**src/rtl/irq_disp_pkg.sv**
```systemverilog
package irq_disp_pkg;
   localparam int PEND_W = 5;
   localparam int CODE_W = 16;
   localparam int PB_MCK = 0;
   localparam int PB_EXT = 1;
   localparam int PB_CKC = 2;
   localparam int PB_CPT = 3;
   localparam int PB_IO  = 4;

   localparam logic [CODE_W-1:0] CODE_CKC = 16'h1004;
   localparam logic [CODE_W-1:0] CODE_CPT = 16'h1005;

   localparam logic [1:0] SYN_NONE = 2'd0;
   localparam logic [1:0] SYN_PGM  = 2'd1;
   localparam logic [1:0] SYN_SVC  = 2'd2;

   localparam logic [2:0] ILC_LATER     = 3'd0;
   localparam logic [2:0] ILC_LATER_ADV = 3'd1;

   typedef enum logic [2:0] {
      CLS_NONE = 3'd0,
      CLS_PGM  = 3'd1,
      CLS_SVC  = 3'd2,
      CLS_EXT  = 3'd3,
      CLS_IO   = 3'd4,
      CLS_MCK  = 3'd5
   } irq_cls_e;

   typedef enum logic {
      ST_IDLE = 1'b0,
      ST_SWAP = 1'b1
   } disp_st_e;
endpackage

```
**src/rtl/irq_io_scan.sv**
```systemverilog
module irq_io_scan #(
   parameter int NSUB = 8
) (
   input  logic [NSUB-1:0] sub_en,
   input  logic [NSUB-1:0] sub_occ,
   input  logic [NSUB-1:0] sub_multi,
   output logic            hit,
   output logic [NSUB-1:0] pick,
   output logic            drained
);
   logic [NSUB-1:0] elig;
   logic [NSUB:0]   seen;
   logic [NSUB-1:0] left_over;

   assign elig    = sub_en & sub_occ;
   assign seen[0] = 1'b0;

   for (genvar i = 0; i < NSUB; i++) begin : g_scan
      assign pick[i]   = elig[i] & ~seen[i];
      assign seen[i+1] = seen[i] | elig[i];
   end

   assign hit       = seen[NSUB];
   assign left_over = sub_occ & ~(pick & ~sub_multi);
   assign drained   = ~|left_over;
endmodule

```
**src/rtl/irq_class_arb.sv**
```systemverilog
module irq_class_arb
   import irq_disp_pkg::*;
#(
   parameter int NSUB = 8
) (
   input  logic              sync_pgm,
   input  logic              sync_svc,
   input  logic              mck_en,
   input  logic              ext_en,
   input  logic              io_en,
   input  logic [PEND_W-1:0] pend,
   input  logic              mck_ok,
   input  logic              ext_last,
   input  logic              mck_last,
   input  logic              io_hit,
   input  logic              io_drained,
   input  logic [NSUB-1:0]   io_pick,
   output logic              go,
   output irq_cls_e          cls,
   output logic [CODE_W-1:0] code,
   output logic              ext_pop,
   output logic              mck_pop,
   output logic [NSUB-1:0]   io_pop,
   output logic [PEND_W-1:0] clr
);
   logic ext_any;
   assign ext_any = pend[PB_EXT] | pend[PB_CKC] | pend[PB_CPT];

   always_comb begin
      go      = 1'b0;
      cls     = CLS_NONE;
      code    = '0;
      ext_pop = 1'b0;
      mck_pop = 1'b0;
      io_pop  = '0;
      clr     = '0;
      if (sync_pgm) begin
         go  = 1'b1;
         cls = CLS_PGM;
      end else if (sync_svc) begin
         go  = 1'b1;
         cls = CLS_SVC;
      end else if (mck_en && pend[PB_MCK]) begin
         // an undeliverable machine check still blocks lower classes
         if (mck_ok) begin
            go          = 1'b1;
            cls         = CLS_MCK;
            mck_pop     = 1'b1;
            clr[PB_MCK] = mck_last;
         end
      end else if (ext_en && ext_any) begin
         go  = 1'b1;
         cls = CLS_EXT;
         if (pend[PB_EXT]) begin
            ext_pop     = 1'b1;
            clr[PB_EXT] = ext_last;
         end else begin
            code        = pend[PB_CKC] ? CODE_CKC : CODE_CPT;
            clr[PB_EXT] = 1'b1;
            clr[PB_CKC] = 1'b1;
         end
      end else if (io_en && pend[PB_IO] && io_hit) begin
         go         = 1'b1;
         cls        = CLS_IO;
         io_pop     = io_pick;
         clr[PB_IO] = io_drained;
      end
   end
endmodule

```
**src/rtl/irq_psw_swap.sv**
```systemverilog
module irq_psw_swap
   import irq_disp_pkg::*;
#(
   parameter int PSW_W    = 64,
   parameter int ADDR_W   = 64,
   parameter int CC_LSB   = 44,
   parameter int WAIT_BIT = 49,
   parameter int MCK_BIT  = 50,
   parameter int EXT_BIT  = 56,
   parameter int IO_BIT   = 57
) (
   input  logic [PSW_W-1:0]  cur_mask,
   input  logic [1:0]        cur_cc,
   input  logic [ADDR_W-1:0] cur_addr,
   input  logic [1:0]        sync_kind,
   input  logic [2:0]        sync_ilen,
   input  logic [1:0]        op_hi,
   input  logic [PSW_W-1:0]  new_mask,
   output logic [PSW_W-1:0]  old_mask,
   output logic [ADDR_W-1:0] old_addr,
   output logic [2:0]        ilen,
   output logic              halt,
   output logic              stop,
   output logic [1:0]        new_cc
);
   logic [2:0] ilen_res;
   logic       ilen_fixed;

   always_comb begin
      unique case (op_hi)
         2'd0:    ilen_res = 3'd2;
         2'd3:    ilen_res = 3'd6;
         default: ilen_res = 3'd4;
      endcase
   end

   assign ilen_fixed = (sync_ilen == 3'd2) || (sync_ilen == 3'd4) || (sync_ilen == 3'd6);

   always_comb begin
      old_mask                = cur_mask;
      old_mask[CC_LSB +: 2]   = cur_cc;
      old_addr                = cur_addr;
      ilen                    = 3'd0;
      if (sync_kind == SYN_SVC) begin
         ilen     = sync_ilen;
         old_addr = cur_addr + ADDR_W'(sync_ilen);
      end else if (sync_kind == SYN_PGM) begin
         if (ilen_fixed) begin
            ilen = sync_ilen;
         end else begin
            ilen = ilen_res;
            if (sync_ilen == ILC_LATER_ADV) begin
               old_addr = cur_addr + ADDR_W'(ilen_res);
            end
         end
      end
   end

   assign halt   = new_mask[WAIT_BIT];
   assign stop   = new_mask[WAIT_BIT] & ~new_mask[IO_BIT] & ~new_mask[EXT_BIT] & ~new_mask[MCK_BIT];
   assign new_cc = new_mask[CC_LSB +: 2];
endmodule

```
**src/rtl/irq_dispatch_ctrl.sv**
```systemverilog
module irq_dispatch_ctrl
   import irq_disp_pkg::*;
#(
   parameter int PSW_W    = 64,
   parameter int ADDR_W   = 64,
   parameter int NSUB     = 8,
   parameter int CC_LSB   = 44,
   parameter int WAIT_BIT = 49,
   parameter int MCK_BIT  = 50,
   parameter int EXT_BIT  = 56,
   parameter int IO_BIT   = 57
) (
   input  logic              clk,
   input  logic              rst_n,
   input  logic [PSW_W-1:0]  cur_mask,
   input  logic [1:0]        cur_cc,
   input  logic [ADDR_W-1:0] cur_addr,
   input  logic [1:0]        sync_kind,
   input  logic [2:0]        sync_ilen,
   input  logic [1:0]        op_hi,
   input  logic [4:0]        pend,
   input  logic              ext_last,
   input  logic              mck_last,
   input  logic              mck_crw_en,
   input  logic [3:0]        mck_type,
   input  logic [NSUB-1:0]   sub_en,
   input  logic [NSUB-1:0]   sub_occ,
   input  logic [NSUB-1:0]   sub_multi,
   input  logic              swap_ack,
   input  logic [PSW_W-1:0]  new_mask,
   input  logic [ADDR_W-1:0] new_addr,
   output logic              take,
   output logic [2:0]        cls,
   output logic [15:0]       ext_code,
   output logic              ext_pop,
   output logic              mck_pop,
   output logic [NSUB-1:0]   io_pop,
   output logic [4:0]        pend_clr,
   output logic [2:0]        ilen,
   output logic              swap_req,
   output logic [PSW_W-1:0]  old_mask,
   output logic [ADDR_W-1:0] old_addr,
   output logic              psw_load,
   output logic [PSW_W-1:0]  psw_mask_out,
   output logic [ADDR_W-1:0] psw_addr_out,
   output logic [1:0]        cc_out,
   output logic              halt,
   output logic              stop_req,
   output logic              irq_req
);
   localparam int TOP_BIT = PSW_W - 1;

   if (NSUB < 1 || NSUB > 64) begin : g_bad_nsub
      $error("NSUB out of range");
   end
   if (CC_LSB + 1 > TOP_BIT || WAIT_BIT > TOP_BIT || MCK_BIT > TOP_BIT ||
       EXT_BIT > TOP_BIT || IO_BIT > TOP_BIT) begin : g_bad_bits
      $error("status word bit position outside PSW_W");
   end
   if (ADDR_W < 4) begin : g_bad_addr
      $error("ADDR_W too small");
   end

   // ---------------- decision path ----------------
   logic              io_hit, io_drained;
   logic [NSUB-1:0]   io_pick;
   logic              a_go, a_ext_pop, a_mck_pop;
   irq_cls_e          a_cls;
   logic [CODE_W-1:0] a_code;
   logic [NSUB-1:0]   a_io_pop;
   logic [PEND_W-1:0] a_clr;
   logic [PSW_W-1:0]  f_old_mask;
   logic [ADDR_W-1:0] f_old_addr;
   logic [2:0]        f_ilen;
   logic              f_halt, f_stop;
   logic [1:0]        f_cc;

   irq_io_scan #(.NSUB(NSUB)) u_scan (
      .sub_en    (sub_en),
      .sub_occ   (sub_occ),
      .sub_multi (sub_multi),
      .hit       (io_hit),
      .pick      (io_pick),
      .drained   (io_drained)
   );

   irq_class_arb #(.NSUB(NSUB)) u_arb (
      .sync_pgm   (sync_kind == SYN_PGM),
      .sync_svc   (sync_kind == SYN_SVC),
      .mck_en     (cur_mask[MCK_BIT]),
      .ext_en     (cur_mask[EXT_BIT]),
      .io_en      (cur_mask[IO_BIT]),
      .pend       (pend),
      .mck_ok     (mck_crw_en && (mck_type == 4'd1)),
      .ext_last   (ext_last),
      .mck_last   (mck_last),
      .io_hit     (io_hit),
      .io_drained (io_drained),
      .io_pick    (io_pick),
      .go         (a_go),
      .cls        (a_cls),
      .code       (a_code),
      .ext_pop    (a_ext_pop),
      .mck_pop    (a_mck_pop),
      .io_pop     (a_io_pop),
      .clr        (a_clr)
   );

   irq_psw_swap #(
      .PSW_W(PSW_W), .ADDR_W(ADDR_W), .CC_LSB(CC_LSB), .WAIT_BIT(WAIT_BIT),
      .MCK_BIT(MCK_BIT), .EXT_BIT(EXT_BIT), .IO_BIT(IO_BIT)
   ) u_swap (
      .cur_mask  (cur_mask),
      .cur_cc    (cur_cc),
      .cur_addr  (cur_addr),
      .sync_kind (sync_kind),
      .sync_ilen (sync_ilen),
      .op_hi     (op_hi),
      .new_mask  (new_mask),
      .old_mask  (f_old_mask),
      .old_addr  (f_old_addr),
      .ilen      (f_ilen),
      .halt      (f_halt),
      .stop      (f_stop),
      .new_cc    (f_cc)
   );

   // ---------------- sequencing ----------------
   disp_st_e          st_q;
   logic [PEND_W-1:0] clr_hold_q;

   assign swap_req = (st_q == ST_SWAP);

   always_ff @(posedge clk) begin
      if (!rst_n) begin
         st_q         <= ST_IDLE;
         take         <= 1'b0;
         cls          <= CLS_NONE;
         ext_code     <= '0;
         ext_pop      <= 1'b0;
         mck_pop      <= 1'b0;
         io_pop       <= '0;
         pend_clr     <= '0;
         clr_hold_q   <= '0;
         ilen         <= '0;
         old_mask     <= '0;
         old_addr     <= '0;
         psw_load     <= 1'b0;
         psw_mask_out <= '0;
         psw_addr_out <= '0;
         cc_out       <= '0;
         halt         <= 1'b0;
         stop_req     <= 1'b0;
         irq_req      <= 1'b0;
      end else begin
         take     <= 1'b0;
         ext_pop  <= 1'b0;
         mck_pop  <= 1'b0;
         io_pop   <= '0;
         pend_clr <= '0;
         psw_load <= 1'b0;
         stop_req <= 1'b0;
         unique case (st_q)
            ST_IDLE: begin
               irq_req <= |pend;
               if (a_go) begin
                  st_q       <= ST_SWAP;
                  take       <= 1'b1;
                  cls        <= a_cls;
                  ext_code   <= a_code;
                  ext_pop    <= a_ext_pop;
                  mck_pop    <= a_mck_pop;
                  io_pop     <= a_io_pop;
                  pend_clr   <= a_clr;
                  clr_hold_q <= a_clr;
                  ilen       <= f_ilen;
                  old_mask   <= f_old_mask;
                  old_addr   <= f_old_addr;
               end
            end
            ST_SWAP: begin
               if (swap_ack) begin
                  st_q         <= ST_IDLE;
                  psw_load     <= 1'b1;
                  psw_mask_out <= new_mask;
                  psw_addr_out <= new_addr;
                  cc_out       <= f_cc;
                  halt         <= f_halt;
                  stop_req     <= f_stop;
                  irq_req      <= |(pend & ~clr_hold_q);
               end
            end
            default: st_q <= ST_IDLE;
         endcase
      end
   end

   // ---------------- properties ----------------
   p_take_single_r11: assert property (@(posedge clk) disable iff (!rst_n)
      take |=> !take);
   p_no_take_in_swap_r11: assert property (@(posedge clk) disable iff (!rst_n)
      (swap_req && !swap_ack) |=> !take);
   p_sync_first_r1: assert property (@(posedge clk) disable iff (!rst_n)
      (take && $past(sync_kind) == SYN_PGM) |-> cls == CLS_PGM);
   p_ext_needs_mask_r2: assert property (@(posedge clk) disable iff (!rst_n)
      (take && cls == CLS_EXT) |-> $past(cur_mask[EXT_BIT]));
   p_timer_clear_r4: assert property (@(posedge clk) disable iff (!rst_n)
      (take && cls == CLS_EXT && ext_code != '0) |->
         (pend_clr[PB_EXT] && pend_clr[PB_CKC] && !pend_clr[PB_CPT]));
   p_io_pick_r5: assert property (@(posedge clk) disable iff (!rst_n)
      (take && cls == CLS_IO) |->
         ($onehot(io_pop) && ((io_pop & ~$past(sub_en & sub_occ)) == '0)));
   p_mck_gate_r7: assert property (@(posedge clk) disable iff (!rst_n)
      (take && cls == CLS_MCK) |-> ($past(mck_crw_en) && $past(mck_type) == 4'd1));
   p_cc_insert_r8: assert property (@(posedge clk) disable iff (!rst_n)
      take |-> old_mask[CC_LSB +: 2] == $past(cur_cc));
   p_halt_load_r9: assert property (@(posedge clk) disable iff (!rst_n)
      psw_load |-> halt == $past(new_mask[WAIT_BIT]));
endmodule

```
**config.mk**
```make
export PLATFORM = sky130hd
export DESIGN_NAME = irq_dispatch_ctrl
export DESIGN_NICKNAME = d
export VERILOG_FILES = /design/src/rtl/irq_disp_pkg.sv /design/src/rtl/irq_io_scan.sv /design/src/rtl/irq_class_arb.sv /design/src/rtl/irq_psw_swap.sv /design/src/rtl/irq_dispatch_ctrl.sv
export SDC_FILE = /design/constraint.sdc
export NUM_CORES = 1
export LEC_CHECK = 0
export BUFFER_PORTS_ARGS = -buffer_cell sky130_fd_sc_hd__buf_2
export CAP_MARGIN = 0
export CORE_AREA = 4 4 234 236
export CTS_BUF_LIST = sky130_fd_sc_hd__clkbuf_8
export DETAILED_ROUTE_END_ITERATION = 16
export DIE_AREA = 0 0 238 240
export PLACE_DENSITY = 0.54
export SLEW_MARGIN = 0
export SYNTH_ARGS = -nofsm -noshare
export SYNTH_HDL_FRONTEND = slang
export SYNTH_SLANG_ARGS = --single-unit
export TNS_END_PERCENT = 20
```
**constraint.sdc**
```tcl
create_clock -name clk -period 2.89 [get_ports clk]
set_clock_uncertainty 0.1 [all_clocks]
set_input_delay 0.578 -clock clk [delete_from_list [all_inputs] [get_ports clk]]
set_output_delay 0.578 -clock clk [all_outputs]
set_load 0.03 [all_outputs]
```
==> metrics.txt, run 1 <==
Slew HR 50.44%; RSZ-0062 raised after global routing false; row cnt 84; antenna violations before repair 9; CTS clk-pin slew, worst paths 0.06 ns; clock sink count 286; H-tree Lvls 2; Hold Crit Depth 2; largest net degree at the start of global routing 82; Yosys reg bits 286; DP Worst Slack -0.1056 ns; die span in y 240 microns; # DRC 0; total wire length 43640 microns; Tot Pwr 10.42 mW; Tmin final 2.344 ns; gr ovfl total 0; share of cells above drive strength 1 37.14%; CP Max Fanout 10; Finished Core Util 31.54%; Final Hold Fails 0; Final #Nets 2215; Max-Cap Viols 0; initial DRC count 492; r2r startpoint swap_req; Comb pwr share 18.4%; sequential cell area fraction in the yosys report 49.31%; vias after detailed routing 11570; Final setup viols 0; slew at the pin closest to its max-slew limit 0.7434 ns; reg2reg setup slack 0.79 ns; drt pass-1 iters 5; Sw Ratio 30.63%; Pint 7.232 mW; drt wl/cell 16.52 microns; Worst setup SP type input port; max-slew violation count 0; Setup CP Type in2reg; Root Driver clkbuf_8; sequential power share 41.8%; status completed; Syn Inst Count 1303; detailed placement HPWL 33230 microns; synth-to-layout area growth 42.48%; PwrDens 630.2 nW/um^2; Initial Util 22.14%; FILL cells 5656; Req. time, crit path 3.29 ns; Post-synth EDFFs 0; Mean Syn Cell Area 8.911 sq um; Top FF cell, synth dfxtp_1; mapped cell area 11610 sq um; global-route wire length before repair 64920 microns; Hold Path Sink old_mask[2]; hold path start cur_mask[2]; Synth Warn # 0; Final Worst Setup Slack 0.5456 ns; Core ar. 52450 sq um; reg2reg end clr_hold_q[4]; Placer Congestion 0.8672; Switch Pwr 3.193 mW; worst skew pair latency 0.60 ns; Critical Path AT 2.74 ns; IO Count 605; Placed Area 15320 sq um; Num CTS Buffers 54; CTS tree done; FF-to-FF path depth 6; Worst VDD drop 252.5 uV; Post-CTS Setup Bufs 0; crit path capture type flop; Total GRT Usage 14.09%; sequential standard cell area 5725 sq um; Port Buf Inserts 588; ANT nets after route 0; vias in the first global route 11280; ys async rst share 0%; count of different cell masters after synthesis 60; final instance area 16540 sq um; Final period util 81.12%; Clock power frac 39.8%; Pleak 7.688 nW; area of the multi-input gates 5343 sq um; Hold Crit Class in2reg; via density per instance 4.381; clock buffer depth 3; Die X 238 microns; final hold slack 0.08072 ns; Peak Freq 0.4266 GHz; Die ar. 57120 sq um
registers in the layout, summed over array words and instances (netlist names), 3 cells and up:
signal,count
psw_addr_out,64
pend_clr,4
io_pop,8
old_mask,64
old_addr,64
psw_mask_out,64
cls,3
ilen,3
clr_hold_q,4
power by group through the flow:
stage	clock, mW	combinational, mW	sequential (mW)
after floorplan	0	0.622	4.98
after global placement	0	1.91	4.44
after detailed placement	0	1.93	4.45
after CTS	4.32	1.93	4.36
after global routing	4.51	2.06	4.39
final	4.15	1.92	4.36
layer usage:
metal | wire (microns) | vias up | track usage [%]
met4 | 1299 | 0 | 5.629
met2 | 21540 | 415 | 24.31
met3 | 3275 | 83 | 3.602
li1 | - | 5657 | -
met1 | 17530 | 5415 | 16.82
met5 | 0 | - | 0
cell usage in the layout (no fill, tap or decap), types with 3 or more instances in the layout:
| master | Yosys | final |
|---|---|---|
| buf_2 | 4 | 587 |
| nand2_1 | 357 | 356 |
| dfxtp_1 | 286 | 286 |
| a21boi_0 | 128 | 128 |
| clkbuf_8 | 0 | 78 |
| a22o_1 | 73 | 73 |
| o21ai_0 | 41 | 41 |
| xor2_1 | 36 | 36 |
| inv_1 | 17 | 31 |
| nand4_1 | 31 | 31 |
| buf_4 | 32 | 30 |
| xnor2_1 | 26 | 26 |
| and3_1 | 25 | 25 |
| o21ai_1 | 25 | 25 |
| nor2_1 | 23 | 23 |
| nand3_1 | 22 | 22 |
| conb_1 | 1 | 14 |
| a21oi_1 | 11 | 11 |
| diode_2 | 0 | 9 |
| and2_1 | 10 | 9 |
| nor3_1 | 9 | 8 |
| and4_1 | 8 | 8 |
| ha_1 | 8 | 8 |
| buf_12 | 0 | 8 |
| o31ai_1 | 5 | 5 |
| nor4_1 | 5 | 5 |
| nor2b_1 | 4 | 4 |
| nand2b_1 | 4 | 4 |
| a21o_1 | 4 | 4 |
| a211oi_1 | 4 | 4 |
| clkinv_2 | 0 | 4 |
| a211o_1 | 3 | 3 |
| nand4b_1 | 3 | 3 |
| clkinvlp_4 | 0 | 3 |
| dlygate4sd3_1 | 0 | 3 |
synth_stat cells, drive strengths merged, types with 3 or more instances:
| library cell | n | area share, % |
|---|---|---|
| buf | 44 | 3.0 |
| a22o | 73 | 5.5 |
| nor2b | 4 | 0.22 |
| and3 | 25 | 1.3 |
| nand2 | 358 | 12 |
| a21boi | 128 | 8.3 |
| a21oi | 11 | 0.47 |
| nand3 | 24 | 1.1 |
| a21o | 4 | 0.26 |
| nor3 | 9 | 0.39 |
| nand4 | 31 | 1.7 |
| nor4 | 6 | 0.38 |
| o31ai | 5 | 0.32 |
| clkbuf | 55 | 1.8 |
| a211o | 3 | 0.23 |
| nor2 | 23 | 0.74 |
| o21ai | 66 | 2.8 |
| nand4b | 3 | 0.23 |
| nand2b | 4 | 0.22 |
| and2 | 10 | 0.54 |
| inv | 18 | 0.60 |
| o2111ai | 3 | 0.28 |
| a211oi | 4 | 0.26 |
| ha | 8 | 0.86 |
| and4 | 8 | 0.60 |
| xor2 | 36 | 2.7 |
| xnor2 | 26 | 2.0 |
| dfxtp | 286 | 49 |
logic make-up (layout without fill, tap and decap cells):
logic type	Yosys count	after routing	share of synthesized area (%)
buf+inv	117	745	5.399
simple gates	513	513	19.61
other cells	1	23	0.03230
fa+ha+maj	10	10	1.207
xor+xnor	62	62	4.677
flops	286	286	49.31
mux	2	2	0.1724
compound gates	312	312	19.59
area by class of cell:
class	instances	share of cell area, %
Antenna cell	9	0.1361
Clock buffer	78	6.489
Clock inverter	21	0.5748
Inverter	18	0.4235
Multi-Input combinational cell	913	32.29
Sequential cell	286	34.61
Tap cell	688	5.203
Timing Repair Buffer	628	20.27
critical path, cell delays in order:
cell and delay [ns]:
buf_2 0.08, inv_1 0.03, ha_1 0.30, inv_1 0.05
ha_1 0.20, fa_1 0.37, and3_1 0.21, o2111a_1 0.43
nand4b_1 0.21, xnor2_1 0.08, a22o_1 0.19
worst max-delay path by stage:
stage / to / slack [ns] / from / depth (start not counted)
global route: old_addr[51] / 0.45 / op_hi[0] / 11
finish: old_addr[51] / 0.55 / op_hi[0] / 11
CTS: swap_req / 0.60 / swap_req / 2
detailed placement: old_addr[51] / -0.11 / op_hi[0] / 11
floorplan: old_addr[58] / 0.08 / cur_addr[0] / 10
global placement: old_addr[63] / -0.07 / op_hi[0] / 11
metrics by stage:
step / instances / TNS, ns
final: 2641 / 0
after global routing: 2638 / 0
after CTS: 2632 / 0
after detailed placement: 2530 / -0.6417
after global placement: 2530 / -0.3621
after floorplan: 1316 / 0
what timing repair did:
action,CTS,global route
gates resized for setup,0,0
hold buffers,3,0
hold endpoints to repair,3,0
Power figures use the tool's default switching activity.
==> run 2: changes to the inputs <==
Settings changed: ABC_AREA set to 1, CORE_AREA 4 4 234 236 to 4 4 232 234, DIE_AREA 0 0 238 240 to 0 0 236 238, PLACE_DENSITY 0.54 to 0.58.
Clock period 2.89 ns to 2.1 ns, I/O delays scaled along.
==> run 2 against run 1 <==
Against the previous run:
- largest power group unchanged
- synthesized cell count up 37%
- non-clock buffer count up 287
- final cell count up 28%
- first-iteration DRC count up 86%
- largest cell class is now buffers
- hold slack worse by 0.024 ns
- area after synthesis up 9.9%
- register-to-register slack worse by 0.59 ns
- wire length up 32%
- combinational power up 84%
- global-route usage up 5.0 points
- core utilization up 7.8 points
==> metrics.txt, run 2 <==
max-slew violation count 0; Synth area leaders dfxtp_1 (45%), nand2_1 (18%), nand3_1 (13%); post-synthesis mux area share 0%; Synth area leader dfxtp_1; Worst setup SP type input port; Core ar. 52020 sq um; IO Count 605; final instance area 20450 sq um; Placed Area 17060 sq um; count of different cell masters after synthesis 44; PwrDens 754.5 nW/um^2; drt pass-1 iters 6; via density per instance 4.569; CTS clk-pin slew, worst paths 0.06 ns; Final Hold Fails 0; clock sink count 286; XOR/XNOR Fraction of Synth Area 2.540%; Port Buf Inserts 588; CP bufs+invs 4; Root Driver clkbuf_8; mapped cell area 12760 sq um; Setup CP Type in2reg; Final setup viols 0; Req. time, crit path 2.54 ns; Synth Area in Adders 1.098%; CTS tree done; clock buffer depth 3; delay-heaviest family, CP simple AND/OR/NAND/NOR gates; status completed; Tmin final 1.994 ns; die span in y 238 microns; total wire length 57600 microns; Num CTS Buffers 53; ANT nets after route 0; sequential cell area fraction in the yosys report 44.87%; synth-to-layout area growth 60.24%; Hold Crit Class in2reg; Critical Path AT 2.43 ns; detailed placement HPWL 42940 microns; largest net degree at the start of global routing 103; drt wl/cell 16.99 microns; Die ar. 56170 sq um; Initial Util 24.53%; vias after detailed routing 15490; gr ovfl total 0; Peak Freq 0.5015 GHz; Final period util 94.96%; cell-by-cell trace of the critical path dlygate4sd3_1 -> buf_2 -> nand2_1 -> nor2_1 -> buf_4 -> inv_1 -> nor2_1 -> nand3_1 -> nand2_2 -> nand3_2 -> nor2_1 -> nand2_1 -> nand3_1 -> nand2_1; H-tree Lvls 2; Post-synth EDFFs 0; Tot Pwr 15.43 mW; most frequent cells in the layout nand2_1 (597), buf_2 (587), nand3_1 (327); Syn Inst Count 1790; crit path capture type flop; crit-path max cell delay 0.53 ns; Mean Syn Cell Area 7.128 sq um; CP Max Fanout 7; Die X 236 microns; Commonest cells post-synth nand2_1 (599), nand3_1 (328), dfxtp_1 (286), nor2_1 (124), inv_1 (102); vias in the first global route 15420; RSZ-0062 raised after global routing false; share of the synthesized area in the top cell type 44.87%; Yosys reg bits 286; worst skew pair latency 0.59 ns; Worst VDD drop 477.5 uV; Synth Warn # 0; share of cells above drive strength 1 31.14%; row cnt 84; antenna violations before repair 2; initial DRC count 914; # DRC 0; Worst path slowest cell dlygate4sd3_1; Placer Congestion 0.9948; ys async rst share 0%; Compound-Gate Fraction of Synth Area 3.540%; Final #Nets 2977; most numerous cell in the Yosys netlist nand2_1; Top FF cell, synth dfxtp_1; Max-Cap Viols 0; reg2reg setup slack 0.20 ns; global-route wire length before repair 86780 microns; Post-Synth Simple-Gate Area 39.85%; main combinational cell family by area after synthesis simple AND/OR/NAND/NOR gates; Pleak 10.64 nW; Total GRT Usage 19.12%; commonest non-fill, non-tap cell in the layout nand2_1
-- run 2: final cells by class --
| class | count | area, sq um |
|---|---|---|
| clock inverter | 23 | 185.2 |
| fill | 5386 | 31580 |
| clock buffer | 70 | 963.4 |
| tap | 688 | 860.8 |
| multi-input combinational | 1297 | 6128 |
| antenna | 2 | 5.005 |
| timing repair buffer | 915 | 6147 |
| inverter | 110 | 430.4 |
| sequential | 286 | 5725 |
-- run 2: final timing paths --
path                                   start           end  depth (start not counted)
worst max-delay path             cur_addr[7]  old_addr[49]                         14
worst min-delay path            cur_addr[37]  old_addr[37]                          3
worst max register to register      swap_req      stop_req                          6
worst min register to register  old_mask[29]  old_mask[29]                          2
-- run 2: metal layers --
metal  part of all wire [%]  wire length (microns)  GRT usage [%]
met1                     41                  23810          23.67
met2                     48                  27820          33.12
met3                    7.5                   4341          4.357
met4                    2.8                   1624          6.140
met5                      0                      0              0
-- run 2: worst min-delay path, cell delays in order --
cell and delay [ns]:
buf_2 0.14, xor2_1 0.07, o21ai_0 0.12
-- run 2: cells by family (layout without fill, tap and decap cells) --
kind of cell | Yosys count | in the layout
xor gates and xnor gates | 37 | 37
DFF | 286 | 286
buffers and inverters | 220 | 1118
other | 1 | 16
adders and majority gates | 10 | 10
and+or+nand+nor | 1154 | 1154
AOI/OAI and AO/OA | 82 | 82
-- run 2: what timing repair did --
item	4_1_cts	5_1_grt
endpoints found under the hold margin	221	0
hold buffers	221	0
gates resized for setup	0	4
buffers inserted	0	0
endpoints found under the setup margin	0	5
-- run 2: per-stage QoR --
step / hold slack (ns) / util, % / TNS, ns / cells / worst slack (ns)
3_3_place_gp: 0.3483 / 32.79 / -20.52 / 3075 / -0.3702
2_1_floorplan: 0.3472 / - / -0.007523 / 1803 / -0.007523
6_report: 0.05637 / 39.30 / 0 / 3391 / 0.1059
3_5_place_dp: 0.3557 / 32.79 / -23.19 / 3075 / -0.4123
5_1_grt: 0.01975 / 39.30 / 0 / 3391 / 0.002061
4_1_cts: 0.001006 / 39.25 / 0 / 3389 / 0.1679
-- run 2: where the power goes --
part	internal, mW	switching [mW]	total, mW
combinational	1.26	2.28	3.54
clock	3.34	2.45	5.79
sequential	5.85	0.248	6.10
